**src/rtl/rh_port_pkg.sv**
```systemverilog
package rh_port_pkg;
  localparam int unsigned WORD_W   = 32;
  // status positions (low field)
  localparam int unsigned B_CONN   = 0;
  localparam int unsigned B_EN     = 1;
  localparam int unsigned B_SUSP   = 2;
  localparam int unsigned B_OVC    = 3;
  localparam int unsigned B_RST    = 4;
  // change flags (upper field), indices within the field
  localparam int unsigned CHG_BASE = 16;
  localparam int unsigned NUM_CHG  = 5;
  localparam int unsigned C_CONN   = 0;
  localparam int unsigned C_EN     = 1;
  localparam int unsigned C_SUSP   = 2;
  localparam int unsigned C_OVC    = 3;
  localparam int unsigned C_RST    = 4;
  localparam logic [WORD_W-1:0] USED_MASK =
    (((WORD_W)'(1) << (B_RST + 1)) - 1) |
    ((((WORD_W)'(1) << NUM_CHG) - 1) << CHG_BASE);
endpackage

```
**src/rtl/rh_interval_timer.sv**
```systemverilog
module rh_interval_timer #(
  parameter int unsigned CYCLES = 16
) (
  input  logic clk,
  input  logic rst_n,
  input  logic start_i,
  input  logic abort_i,
  output logic busy_o,
  output logic done_o
);
  localparam int unsigned CNT_W = (CYCLES < 2) ? 1 : $clog2(CYCLES);

  logic [CNT_W-1:0] cnt_q, cnt_d;
  logic             busy_q, busy_d;
  logic             cnt_ce;

  always_comb begin
    busy_d = busy_q;
    cnt_d  = cnt_q;
    if (abort_i) begin
      busy_d = 1'b0;
    end else if (start_i) begin
      busy_d = 1'b1;
      cnt_d  = CNT_W'(CYCLES - 1);
    end else if (busy_q) begin
      if (cnt_q == '0) busy_d = 1'b0;
      else             cnt_d  = cnt_q - 1'b1;
    end
  end

  assign cnt_ce = abort_i | start_i | busy_q;

  always_ff @(posedge clk or negedge rst_n) begin
    if (!rst_n) begin
      busy_q <= 1'b0;
      cnt_q  <= '0;
    end else if (cnt_ce) begin
      busy_q <= busy_d;
      cnt_q  <= cnt_d;
    end
  end

  assign busy_o = busy_q;
  assign done_o = busy_q & (cnt_q == '0);
endmodule

```
**src/rtl/rh_chg_flags.sv**
```systemverilog
module rh_chg_flags #(
  parameter int unsigned N = 5
) (
  input  logic         clk,
  input  logic         rst_n,
  input  logic [N-1:0] set_i,
  input  logic [N-1:0] clr_i,
  output logic [N-1:0] flags_o
);
  for (genvar i = 0; i < N; i++) begin : g_flag
    logic q, d, ce;
    // hardware set has priority over a software clear
    assign d  = set_i[i] | (q & ~clr_i[i]);
    assign ce = set_i[i] | clr_i[i];
    always_ff @(posedge clk or negedge rst_n) begin
      if (!rst_n)  q <= 1'b0;
      else if (ce) q <= d;
    end
    assign flags_o[i] = q;
  end
endmodule

```
**src/rtl/rh_port_stat.sv**
```systemverilog
module rh_port_stat
  import rh_port_pkg::*;
#(
  parameter int unsigned RESET_CYCLES  = 50,
  parameter int unsigned RESUME_CYCLES = 20
) (
  input  logic              clk,
  input  logic              rst_n,
  input  logic              wr_en,
  input  logic [WORD_W-1:0] wr_data,
  output logic [WORD_W-1:0] rd_data,
  input  logic              attach_i,
  input  logic              detach_i,
  input  logic              ovc_i,
  input  logic              babble_i,
  input  logic              pwr_off_i,
  input  logic              glb_resume_i
);
  logic conn_q, conn_d, en_q, en_d, susp_q, susp_d, ovc_q;
  logic [NUM_CHG-1:0] chg_set, chg_clr, chg_q;
  logic rst_busy, rst_done, rst_start;
  logic res_busy, res_done, res_start, res_abort;
  logic cmd_clr_en, cmd_set_en, cmd_set_susp, cmd_resume, cmd_set_rst;
  logic hw_kill;
  logic [WORD_W-1:0] unused_wr;

  assign unused_wr = wr_data & ~USED_MASK;

  // command decode (write-one)
  assign cmd_clr_en   = wr_en & wr_data[B_CONN];
  assign cmd_set_en   = wr_en & wr_data[B_EN];
  assign cmd_set_susp = wr_en & wr_data[B_SUSP];
  assign cmd_resume   = wr_en & wr_data[B_OVC];
  assign cmd_set_rst  = wr_en & wr_data[B_RST];
  assign chg_clr      = wr_en ? wr_data[CHG_BASE +: NUM_CHG] : '0;

  assign rst_start = cmd_set_rst & conn_q & ~rst_busy;
  assign res_start = cmd_resume & susp_q & ~res_busy;
  assign res_abort = detach_i | glb_resume_i;
  assign hw_kill   = ovc_i | pwr_off_i | babble_i;

  rh_interval_timer #(.CYCLES(RESET_CYCLES)) u_rst_tmr (
    .clk(clk), .rst_n(rst_n), .start_i(rst_start), .abort_i(detach_i),
    .busy_o(rst_busy), .done_o(rst_done));

  rh_interval_timer #(.CYCLES(RESUME_CYCLES)) u_res_tmr (
    .clk(clk), .rst_n(rst_n), .start_i(res_start), .abort_i(res_abort),
    .busy_o(res_busy), .done_o(res_done));

  // next state: later statements take priority
  always_comb begin
    conn_d  = conn_q;
    en_d    = en_q;
    susp_d  = susp_q;
    chg_set = '0;
    if (cmd_set_en) begin
      if (conn_q) en_d = 1'b1;
      else        chg_set[C_CONN] = 1'b1;
    end
    if (cmd_clr_en) en_d = 1'b0;
    if (cmd_set_susp) begin
      if (conn_q) susp_d = 1'b1;
      else        chg_set[C_CONN] = 1'b1;
    end
    if (res_done) begin
      susp_d          = 1'b0;
      en_d            = 1'b1;
      chg_set[C_SUSP] = 1'b1;
    end
    if (rst_done) begin
      susp_d         = 1'b0;
      en_d           = 1'b1;
      chg_set[C_RST] = 1'b1;
    end
    if (glb_resume_i) susp_d = 1'b0;
    if (hw_kill) begin
      if (en_q) chg_set[C_EN] = 1'b1;
      en_d = 1'b0;
    end
    if (ovc_i != ovc_q) chg_set[C_OVC] = 1'b1;
    if (attach_i) begin
      conn_d          = 1'b1;
      chg_set[C_CONN] = 1'b1;
    end
    if (detach_i) begin
      conn_d          = 1'b0;
      en_d            = 1'b0;
      susp_d          = 1'b0;
      chg_set[C_CONN] = 1'b1;
      if (en_q) chg_set[C_EN] = 1'b1;
    end
  end

  always_ff @(posedge clk or negedge rst_n) begin
    if (!rst_n) begin
      conn_q <= 1'b0;
      en_q   <= 1'b0;
      susp_q <= 1'b0;
      ovc_q  <= 1'b0;
    end else begin
      conn_q <= conn_d;
      en_q   <= en_d;
      susp_q <= susp_d;
      ovc_q  <= ovc_i;
    end
  end

  rh_chg_flags #(.N(NUM_CHG)) u_chg (
    .clk(clk), .rst_n(rst_n), .set_i(chg_set), .clr_i(chg_clr),
    .flags_o(chg_q));

  always_comb begin
    rd_data                        = '0;
    rd_data[B_CONN]                = conn_q;
    rd_data[B_EN]                  = en_q;
    rd_data[B_SUSP]                = susp_q;
    rd_data[B_OVC]                 = ovc_i;
    rd_data[B_RST]                 = rst_busy;
    rd_data[CHG_BASE +: NUM_CHG]   = chg_q;
  end
endmodule

```
**config.mk**
```make
export PLATFORM = sky130hd
export DESIGN_NAME = rh_port_stat
export DESIGN_NICKNAME = d
export VERILOG_FILES = /design/src/rtl/rh_port_pkg.sv /design/src/rtl/rh_interval_timer.sv /design/src/rtl/rh_chg_flags.sv /design/src/rtl/rh_port_stat.sv
export SDC_FILE = /design/constraint.sdc
export NUM_CORES = 1
export LEC_CHECK = 0
export ABC_AREA = 1
export ABC_CLOCK_PERIOD_IN_PS = 1400
export BUFFER_PORTS_ARGS = -buffer_cell sky130_fd_sc_hd__buf_2
export CAP_MARGIN = 20
export CORE_MARGIN = 5
export CORE_UTILIZATION = 35
export DETAILED_ROUTE_END_ITERATION = 10
export MAX_ROUTING_LAYER = met4
export PLACE_DENSITY = 0.64
export SYNTH_ARGS = -nofsm -noshare
export SYNTH_HDL_FRONTEND = slang
export SYNTH_SLANG_ARGS = --single-unit
```
**constraint.sdc**
```tcl
create_clock -name clk -period 1.4 [get_ports clk]
set_input_delay 0.14 -clock clk [delete_from_list [all_inputs] [get_ports clk]]
set_output_delay 0.14 -clock clk [all_outputs]
set_load 0.05 [all_outputs]
```
After elaboration in Yosys (flattened, before gate mapping):

Cells that the tools add are included.

* add/sub/neg operators: 2
* multiply operators: 0
* divide/modulo/power cells: 0
* $lt $le $gt $ge: 0
* equal/unequal tests: 3
* shift operators: 0
* multiplexer cells: 41
* bitwise gates (word level): 42
* reductions and logical operators: 13

Operators by type and width (number)
* 1-bit 2-to-1 mux: 33
* 5-bit 2-to-1 mux: 4
* 6-bit 2-to-1 mux: 3
* 1-bit OR: 17
* 1-bit AND: 16
* 6-bit nonzero test: 2
* 5-bit nonzero test: 2
* 1-bit NOT: 9
* 4-bit AND reduction: 2
* 6-bit zero test: 1
* 2-bit nonzero test: 3
* 6-bit by 1-bit subtractor with 6-bit output, second input constant: 1
* 5-bit zero test: 1
* 5-bit by 1-bit subtractor with 5-bit output, second input constant: 1
* 2-bit by 1-bit != test with 1-bit output, second input constant: 2
* 2-bit AND reduction: 2
* 2-bit 2-to-1 mux: 1
* 1-bit != test: 1

* register bits after elaboration: 22
* bits in latches: 0
* RAM bits: 0
* ROM bits: 0
* bits of input ports: 41
* word-level logic and storage cells: 114
* memories: 0

Logic depth before layout (Yosys ltp):

Gate-level depths: netlist of the first run.

* depth after elaboration: 7
* mapped depth: 8
* gate-level depth less buffers: 8

By module:

A second synthesis of the first run with hierarchy kept.

* cells, all modules: 205
* area, all modules: 1512.7 um^2

Modules (own cells, without submodules)
* rh_port_stat: instances 1, cells each 70, area an instance 483.0 um^2, seq. area each 100.1 um^2
* rh_interval_timer (u_rst_tmr): instances 1, cells each 57, area an instance 435.4 um^2, seq. area each 175.2 um^2
* rh_interval_timer (u_res_tmr): instances 1, cells each 48, area an instance 356.6 um^2, seq. area each 150.1 um^2
* rh_chg_flags: instances 1, cells each 30, area an instance 237.7 um^2, seq. area each 125.1 um^2

Worst setup path after synthesis of the first run:

Ideal clock, no wire load.

* path kind: reg2reg
* start point: register u_rst_tmr.cnt_q[0]
* end point: register u_rst_tmr.cnt_q[5]
* library setup time: 0.116 ns
* arrival: 1.059 ns
* slack: 0.224 ns
* stages on the path, launching flop included: 8
* path buffers: 0
* cell sequence: dfrtp_1 > inv_1 > ha_1 > nand3_1 > nor2_1 > nor2_4 > nand2_1 > nand2_1

* word-level cells in the longest chain between the ends: 4

Ends and longest elaborated chain
* from (decl): line rh_interval_timer.sv:13 `logic [CNT_W-1:0] cnt_q, cnt_d;`
* from (signal assigned): line rh_interval_timer.sv:39 `cnt_q <= cnt_d;`
* 6-bit by 1-bit subtractor with 6-bit output: line rh_interval_timer.sv:27 `else cnt_d = cnt_q - 1'b1;`
* 6-bit 2-to-1 mux: line rh_interval_timer.sv:26 `if (cnt_q == '0) busy_d = 1'b0;`
* 6-bit 2-to-1 mux: line rh_interval_timer.sv:25 `end else if (busy_q) begin`
* 6-bit 2-to-1 mux: line rh_interval_timer.sv:22 `end else if (start_i) begin`

Parallel ways exist; a longest one is shown, timed or not. The select of a mux whose other input is x is not followed.
A chain may end at the register's enable or synchronous reset.

Worst setup path after layout of the first run:

* start point: register u_res_tmr.cnt_q[0]
* end point: register u_res_tmr.cnt_q[0]

* word-level cells in the longest chain between the ends: 4

Ends and longest elaborated chain (line)
* from (decl): rh_interval_timer.sv:13
* from (signal assigned): rh_interval_timer.sv:39
* 5-bit by 1-bit subtractor with 5-bit output: rh_interval_timer.sv:27
* 5-bit 2-to-1 mux: rh_interval_timer.sv:26
* 5-bit 2-to-1 mux: rh_interval_timer.sv:25
* 5-bit 2-to-1 mux: rh_interval_timer.sv:22

Parallel ways exist; a longest one is shown, timed or not. The select of a mux whose other input is x is not followed.

==> results.yml, run 1 <==
worst_setup_path:
  r2r-start: "u_res_tmr.cnt_q[0]"
  arrival_ns: 1.42
  cp_max_fo: 8
  r2r_slack_ns: 0.13
  cp-start-kind: "flop"
  cp-end-kind: "flop"
  rr_endpoint: "u_res_tmr.cnt_q[0]"
  ff2ff_path_depth: 8
  required_ns: 1.55
  timing_worst_setup_path_type: "flop to flop"
route:
  via_per_inst: 4.12
  wire_per_inst_um: 10.0
  drtPass1Iterations: 4
  wirelength_um: 2550
  ant_nets: 0
  drc: 0
  first_iter_violations: 20
  num_vias: 1051
sta:
  timing_hold_violations_final: 0
  min_period_ns: 1.27
  tns_ns: 0
  setup_ws_ns: 0.132
  setup_viol: 0
  drv_slew: 0
  finClkSkew_ns: 0.00293
  rsz0062_at_grt: "no"
  period_share_pct: 90.6
  timing.fmax_mhz: 789
hold_path:
  hp-class: "primary input to flop"
  min_to: "ovc_q"
  min_from: "ovc_i"
  holdPathStages: 1
finish:
  nNetsFinal: 250
  final_core_util_pct: 39.1
  mostFrequentLayoutCells: "nand2_1 (52), buf_2 (28), conb_1 (22), dfrtp_1 (22), inv_1 (20)"
  layout_commonest_cell: "nand2_1"
  fillers: 415
  drive_gt1_share_pct: 20.5
  syn2layout_area_growth_pct: 9.81
  antenna_cells: 0
  stdcell_count: 255
global_route:
  grt_pass1_wl_um: 3970
  gr-total-overflow: 0
  grtUsageTotal_pct: 9.64
  grt_antenna_before_repair: 0
  grt_max_degree: 23
  grt_pass1_vias: 916
die:
  die_w_um: 73.6
  die_area_mm2: 0.00541
  placementRows: 23
  pin_count: 73
  die_h_um: 73.6
  start_util_pct: 35.6
  fp.coreArea_mm2: 0.00397
placed_design:
  dp_hpwl_um: 2090
  dp_cells: 250
  dpl_worst_slack_ns: 0.147
  io_buffer_count: 28
  finalWeightedCongestion: 0.807
synth:
  synth_area_mm2: 0.00142
  syn_avg_cell_area_um2: 7.82
  yosysWarningCount: 0
  ys_seq_area_share_pct: 38.9
  ys_ff_latch: 22
  netlist_instances: 181
  netlist-cell-type-count: 22
clocking:
  path_clk_slew_ns: 0.08
  cts_root_buf: "clkbuf_8"
  cts_setup_buffers: 0
  cts_max_level: 1
  clock_latency_ns: 0.26
  cts_buffers: 3
  clockBufferDepth: 2
  cts_sinks: 22
  cts_tree: "built"
power:
  irDropWorstVdd_v: 0.000396
  power.density_mw_per_mm2: 1440
  p_leak_uw: 0.000853
run_status:
  status: "finished clean"
run:
  maxCapViolCount: 0
-- what timing repair did --
action,in CTS,in global routing
hold buffers,1,0
endpoints found under the setup margin,0,1
resized for setup,0,1
hold endpoints to repair,22,0
-- routing by layer --
metal | wire length (µm) | GRT usage [%] | part of all wire [%]
met1 | 1040 | 11.6 | 41
met2 | 1240 | 15.6 | 49
met3 | 247 | 1.92 | 9.7
met4 | 21 | 4.23 | 0.82
met5 | 0 | - | 0
-- logic make-up (layout without fill, tap and decap cells) --
logic type | after synthesis | after routing | share of synthesized area (%)
other | 1 | 22 | 0.265
AND/OR/NAND/NOR | 87 | 87 | 27.9
flip-flops | 22 | 22 | 38.9
AO/OA/AOI/OAI | 10 | 10 | 4.16
adder cells (fa/ha/maj) | 3 | 3 | 2.65
buffers and inverters | 53 | 56 | 23.1
XOR/XNOR | 5 | 5 | 3.09
-- how the worst max path moves through the flow --
stage | startpoint | end | cells after the start
after floorplan | u_rst_tmr.cnt_q[0] | u_rst_tmr.cnt_q[5] | 7
after detailed placement | u_rst_tmr.cnt_q[0] | u_rst_tmr.cnt_q[2] | 6
final | u_res_tmr.cnt_q[0] | u_res_tmr.cnt_q[0] | 8
after CTS | u_res_tmr.cnt_q[0] | en_q | 8
after global placement | u_rst_tmr.cnt_q[0] | u_rst_tmr.cnt_q[5] | 6
after global routing | u_res_tmr.cnt_q[0] | u_res_tmr.cnt_q[0] | 8
-- power by group --
| part | internal, µW | switching, µW | leakage [µW] |
|---|---|---|---|
| Clock | 382 | 205 | 0.0000357 |
| Sequential | 744 | 110 | 0.000279 |
| Combinational | 284 | 509 | 0.000538 |
| Total | 1410 | 823 | 0.000853 |
-- worst max-delay path, stage by stage, from the launching register on --
cell     delay [ns]
dfrtp_1        0.34
inv_1          0.07
ha_1           0.22
nand2_1        0.13
nor2_4         0.05
nor2_4         0.17
inv_1          0.08
nand2_1        0.06
nand2_1        0.05
-- registers in the layout, summed over array words and instances, names as in the netlist --
name              cells
conn_q                1
en_q                  1
ovc_q                 1
susp_q                1
u_chg.g_flag.q        5
u_res_tmr.busy_o      1
u_res_tmr.cnt_q       5
u_rst_tmr.busy_o      1
u_rst_tmr.cnt_q       6
-- cell type report --
cell class | count | area, µm² | share of cell area, %
tap | 50 | 62.6 | 4.03
sequential | 22 | 551 | 35.4
clock inverter | 1 | 30.0 | 1.93
timing repair buffer | 32 | 173 | 11.1
inverter | 20 | 75.1 | 4.83
clock buffer | 3 | 41.3 | 2.66
multi-input combinational | 127 | 622 | 40.0
-- cell usage after synthesis --
cell / n / share of area (%)
nand2_1: 52 / 14
buf_4: 32 / 17
dfrtp_1: 22 / 39
inv_1: 20 / 5.3
nor2_1: 14 / 3.7
nand3_1: 10 / 3.5
o21ai_0: 5 / 1.8
xnor2_1: 4 / 2.5
ha_1: 3 / 2.7
nand4_1: 3 / 1.3
nor2_4: 3 / 2.4
a21oi_1: 2 / 0.71
nand2_2: 2 / 0.88
a22o_1: 1 / 0.62
a22oi_1: 1 / 0.53
buf_6: 1 / 0.80
conb_1: 1 / 0.26
nand3_4: 1 / 1.2
nand3b_1: 1 / 0.53
nor2_2: 1 / 0.44
o211ai_1: 1 / 0.53
xor2_1: 1 / 0.62
-- through the flow --
step / total power [µW] / hold slack (ns) / area (µm²)
6_report: 2230 / 0.0266 / 1550
3_3_place_gp: 1650 / 0.142 / 1470
2_1_floorplan: 1560 / -0.156 / 1490
5_1_grt: 2400 / 0.0290 / 1550
4_1_cts: 2260 / 0.0192 / 1550
3_5_place_dp: 1660 / 0.138 / 1470
Power figures use the tool's default switching activity.
==> run 2: changes to the inputs <==
Settings changed: ABC_CLOCK_PERIOD_IN_PS 1400 to 1200.
Clock period 1.4 ns to 1.2 ns, I/O delays scaled along.
==> results.yml, run 2 (same netlist as run 1, synthesis figures left out) <==
placed_design:
  dp_hpwl_um: 2220
  dp_cells: 261
  place_area_mm2: 0.00155
  io_buffer_count: 28
  finalWeightedCongestion: 0.769
sta:
  min_period_ns: 1.15
  rsz0062_at_grt: "yes"
  setup_viol: 0
  period_share_pct: 95.5
  tightest_slew_ns: 0.515
  finClkSkew_ns: 0.00380
  timing.fmax_mhz: 873
  timing_hold_violations_final: 0
  drv_slew: 0
  max-slew-margin-rel_pct: 65.6
  tns_ns: 0
worst_setup_path:
  cp_cell_sequence: "dlygate4sd3_1 > buf_2 > clkbuf_4"
  cpPeakStageDelay_ns: 0.53
  r2r_slack_ns: 0.05
  cp_max_fo: 4
  cp-end-kind: "primary output"
  timing_worst_setup_path_type: "primary input to primary output"
  ff2ff_path_depth: 7
  cp-start-kind: "primary input"
  required_ns: 1.08
  critical_path.startpoint: "ovc_i"
  r2r-start: "u_rst_tmr.cnt_q[1]"
  arrival_ns: 1.03
  rr_endpoint: "u_rst_tmr.cnt_q[2]"
  critPathSlowestCell: "dlygate4sd3_1"
clocking:
  path_clk_slew_ns: 0.09
  cts_buffers: 3
  cts_root_buf: "clkbuf_8"
  cts_tree: "built"
  clockBufferDepth: 2
  cts_max_level: 1
  cts_sinks: 22
  clock_latency_ns: 0.27
route:
  dr.max_layer_used: "met4"
  num_vias: 1136
  drc: 0
  ant_nets: 0
  drtPass1Iterations: 4
  met2_length_um: 1460
  via_per_inst: 4.22
  wire_per_inst_um: 11.1
  route.met3.wl_um: 229
  first_iter_violations: 34
  drt-met1-wl_um: 1240
  wirelength_um: 2980
hold_path:
  min_to: "conn_q"
  hp-class: "primary input to flop"
  min_from: "detach_i"
  holdPathStages: 2
global_route:
  grt_pass1_vias: 1108
  gr-total-overflow: 0
  grtUsageTotal_pct: 11.5
  grt_max_degree: 23
  grt_antenna_before_repair: 0
  grt_pass1_wl_um: 4600
die:
  fp.coreArea_mm2: 0.00397
  start_util_pct: 35.6
  placementRows: 23
  die_h_um: 73.6
  die_area_mm2: 0.00541
  die_w_um: 73.6
  pin_count: 73
finish:
  largest_reg_flops: 6
  mostFrequentLayoutCells: "nand2_1 (50), buf_2 (27), conb_1 (22), dfrtp_1 (21), inv_1 (16)"
  drive_gt1_share_pct: 32.0
  top_regs: "u_rst_tmr.cnt_q x6, u_chg.g_flag.q x5, u_res_tmr.cnt_q x5"
  final_core_util_pct: 43.3
  fillers: 404
  antenna_cells: 0
  regMostFlops: "u_rst_tmr.cnt_q"
  nNetsFinal: 264
  stdcell_count: 269
  syn2layout_area_growth_pct: 21.6
  layout_commonest_cell: "nand2_1"
  stdcell_area_mm2: 0.00172
power:
  power.density_mw_per_mm2: 1650
  p_leak_uw: 0.000930
  irDropWorstVdd_v: 0.000532
  p_total_uw: 2830
run_status:
  status: "finished clean"
run:
  maxCapViolCount: 0
## run 2: how the worst max path moves through the flow
| stage | endpoint | slack, ns |
|---|---|---|
| after global placement | u_rst_tmr.cnt_q[1] | -0.02 |
| final | rd_data[3] | 0.05 |
| after global routing | u_rst_tmr.cnt_q[1] | -0.05 |
| after detailed placement | u_rst_tmr.cnt_q[5] | -0.07 |
| after CTS | u_rst_tmr.cnt_q[0] | 0.0003 |
| after floorplan | u_rst_tmr.cnt_q[5] | 0.02 |
## run 2: where the power goes
part	switching (µW)	total [µW]	internal (µW)	leakage, µW
Combinational	735	1290	557	0.000624
Sequential	112	983	871	0.000278
Clock	264	558	293	0.0000288
## run 2: layer usage
metal  vias to the layer above  GRT usage [%]
li1                        581              -
met1                       514           12.6
met2                        37           19.2
met3                         4           2.87
met4                         0           6.04
met5                         -              -
## run 2: per-stage QoR
stage / setup slack [ns] / hold WS [ns]
floorplan: 0.0242 / -0.176
global placement: -0.0214 / 0.120
detailed placement: -0.0678 / 0.130
CTS: 0.000286 / 0.0490
global route: -0.0489 / 0.0533
finish: 0.0544 / 0.0511
## run 2: repair_timing
action | in CTS | in global routing
setup buffers | 1 | 1
hold buffers | 2 | 0
pin swaps | 3 | 5
endpoints found under the hold margin | 23 | 0
resized for setup | 5 | 19
endpoints found under the setup margin | 11 | 15
## run 2: area by class of cell
cell class | count | area (µm²) | share of cell area [%]
Tap cell | 50 | 62.6 | 3.64
Timing Repair Buffer | 46 | 287 | 16.7
Sequential cell | 22 | 552 | 32.1
Clock buffer | 4 | 55.1 | 3.20
Inverter | 20 | 75.1 | 4.36
Multi-Input combinational cell | 127 | 689 | 40.1
## run 2: critical path: cells and delay by family
kind / cells / cell delay, ns
buf+inv: 3 / 0.90
==> run 3: changes to the inputs <==
Settings changed: ABC_AREA 1 to not set, PLACE_DENSITY 0.64 to 0.65.
==> results.yml, run 3 <==
run_status:
  status: "complete, but fails checks"
  violations: "setup timing"
global_route:
  met1_usage_pct: 14.2
  grt_antenna_before_repair: 0
  grt_pass1_vias: 1033
  globalRoute.busiestLayer: "met2"
  grt_pass1_wl_um: 4600
  gr-total-overflow: 0
  grt_max_degree: 23
  grt_use_met2_pct: 19.2
  use_met3_pct: 2.49
  grtUsageTotal_pct: 11.6
worst_setup_path:
  critPathSlowestCell: "dfrtp_1"
  r2r-start: "u_rst_tmr.cnt_q[1]"
  cpPeakStageDelay_ns: 0.37
  cp_max_fo: 4
  cp_cell_sequence: "inv_2 > ha_4 > nor3b_4 > a311oi_4 > o21ai_1 > a32o_1"
  timing_worst_setup_path_type: "flop to flop"
  cp-end-kind: "flop"
  cp-start-kind: "flop"
  rr_endpoint: "u_rst_tmr.cnt_q[3]"
  r2r_slack_ns: -0.30
  required_ns: 1.35
  ff2ff_path_depth: 6
  arrival_ns: 1.65
power:
  p_total_uw: 2690
  power.density_mw_per_mm2: 1490
  p_comb_share_pct: 40.2
  pwr-share-clk_pct: 25.5
  irDropWorstVdd_v: 0.000588
  p_sw_uw: 909
  swShare_pct: 33.8
  intPower_uw: 1780
  seqPwrFrac_pct: 34.2
  p_leak_uw: 0.000874
sta:
  setup_viol: 17
  max-slew-margin-rel_pct: 65.9
  finClkSkew_ns: 0.00219
  tightest_slew_ns: 0.512
  drv_slew: 0
  setup_ws_ns: -0.299
  rsz0062_at_grt: "yes"
  timing.fmax_mhz: 667
  timing_hold_violations_final: 0
  period_share_pct: 125
  min_period_ns: 1.50
die:
  die_w_um: 72.1
  placementRows: 22
  die_h_um: 72.1
  fp.coreArea_mm2: 0.00369
  die_area_mm2: 0.00520
  pin_count: 73
  start_util_pct: 36.6
clocking:
  path_clk_slew_ns: 0.08
  cts_max_level: 1
  cts_sinks: 22
  cts_tree: "built"
  clock_latency_ns: 0.26
  cts_root_buf: "clkbuf_8"
  clockBufferDepth: 2
  cts_buffers: 3
synth:
  syn_avg_cell_area_um2: 9.51
  synth_area_leaders: "dfrtp_1 (41%), buf_4 (18%), a311oi_4 (3.9%), a31oi_1 (3.7%), nand2_1 (3.3%)"
  netlist_instances: 142
  synth_top_area_share_pct: 40.8
  netlist-cell-type-count: 34
  synth_area_leader_cell: "dfrtp_1"
  synth_area_mm2: 0.00135
  ys_ff_latch: 22
  yosysWarningCount: 0
  yosysMostFrequentCell: "buf_4"
  yosys_most_used_dff: "dfrtp_1"
  async_flop_share_pct: 100
  ys_seq_area_share_pct: 40.8
  synth_edf_count: 0
  synth_commonest_cells: "buf_4 (32), dfrtp_1 (22), nand2_1 (12)"
run:
  maxCapViolCount: 0
finish:
  regMostFlops: "u_rst_tmr.cnt_q"
  multi_input_area_um2: 689
  nNetsFinal: 238
  top_regs: "u_rst_tmr.cnt_q x6, u_chg.g_flag.q x5, u_res_tmr.cnt_q x5"
  regArea_um2: 552
  final_core_util_pct: 49.1
  fillers: 361
  drive_gt1_share_pct: 44.6
  antenna_cells: 0
  mostFrequentLayoutCells: "buf_4 (29), buf_2 (27), conb_1 (22), dfrtp_1 (21), nand2_1 (11)"
  layout_commonest_cell: "buf_4"
  largest_reg_flops: 6
  syn2layout_area_growth_pct: 34.0
placed_design:
  finalWeightedCongestion: 0.877
  io_buffer_count: 28
  dp_hpwl_um: 2310
route:
  wire_per_inst_um: 12.3
  num_vias: 1088
  via_per_inst: 4.51
  drc: 0
  wirelength_um: 2970
  ant_nets: 0
  drtPass1Iterations: 4
  first_iter_violations: 48
hold_path:
  hp-class: "primary input to flop"
  min_to: "u_chg.g_flag[0].q"
  min_from: "attach_i"
  holdPathStages: 3
==> run 3: cell families after synthesis <==
family | count (synthesis) | synth area share (%)
fa+ha+maj | 3 | 2.78
other cells | 1 | 0.278
xor+xnor | 1 | 0.649
flops | 22 | 40.8
simple gates | 37 | 14.1
compound gates | 33 | 19.5
buf+inv | 45 | 22.0
==> run 3: power groups by stage <==
stage	clock network, µW	registers (µW)	logic [µW]
4_1_cts	708	921	1000
5_1_grt	736	930	1160
3_5_place_dp	0	933	949
2_1_floorplan	0	955	619
6_report	687	920	1080
3_3_place_gp	0	928	944
==> run 3: worst max-delay path: cells and delay by family, from the launching register on <==
family / cells / cell delay, ns
compound gates: 3 / 0.65
fa+ha+maj: 1 / 0.15
buf+inv: 1 / 0.06
flops: 1 / 0.37
simple gates: 1 / 0.16
==> run 3: routing by layer <==
layer | vias up | wire length [µm]
li1 | 540 | -
met1 | 522 | 1210
met2 | 24 | 1530
met3 | 2 | 217
met4 | 0 | 14
met5 | - | 0
==> run 3: layout make-up <==
class | instances | share of cell area [%]
clock buffers | 3 | 2.28
inverters | 11 | 2.28
repair buffers | 60 | 21.9
multi-input cells | 96 | 38.1
clock inverters | 1 | 1.66
flip-flops and latches | 22 | 30.5
well taps | 48 | 3.32
==> run 3: metrics by stage <==
stage	TNS [ns]	hold WS [ns]	std cells	worst slack (ns)	area (µm²)
after floorplan	-2.12	-0.176	163	-0.279	1460
after global placement	-2.55	0.119	233	-0.244	1610
after detailed placement	-3.35	0.121	233	-0.298	1610
after CTS	-3.07	0.0856	238	-0.260	1750
after global routing	-4.51	0.0870	241	-0.370	1810
final	-3.16	0.0910	241	-0.299	1810
==> run 3: repair_timing <==
action / 4_1_cts / 5_1_grt
endpoints found under the setup margin: 18 / 18
buffers inserted: 0 / 4
resized for setup: 13 / 9
endpoints found under the hold margin: 23 / 0
hold buffers: 2 / 0
pin swaps: 8 / 6
==> run 3: how the worst max path moves through the flow <==
stage                  startpoint            endpoint  slack (ns)  cells after the start
6_report       u_rst_tmr.cnt_q[1]  u_rst_tmr.cnt_q[3]       -0.30                      6
4_1_cts        u_rst_tmr.cnt_q[1]  u_rst_tmr.cnt_q[0]       -0.26                      7
3_3_place_gp   u_res_tmr.cnt_q[1]  u_res_tmr.cnt_q[2]       -0.24                      6
5_1_grt        u_res_tmr.cnt_q[0]  u_res_tmr.cnt_q[2]       -0.37                      6
3_5_place_dp   u_res_tmr.cnt_q[0]  u_res_tmr.cnt_q[0]       -0.30                      6
2_1_floorplan  u_rst_tmr.cnt_q[0]  u_rst_tmr.cnt_q[3]       -0.28                      6
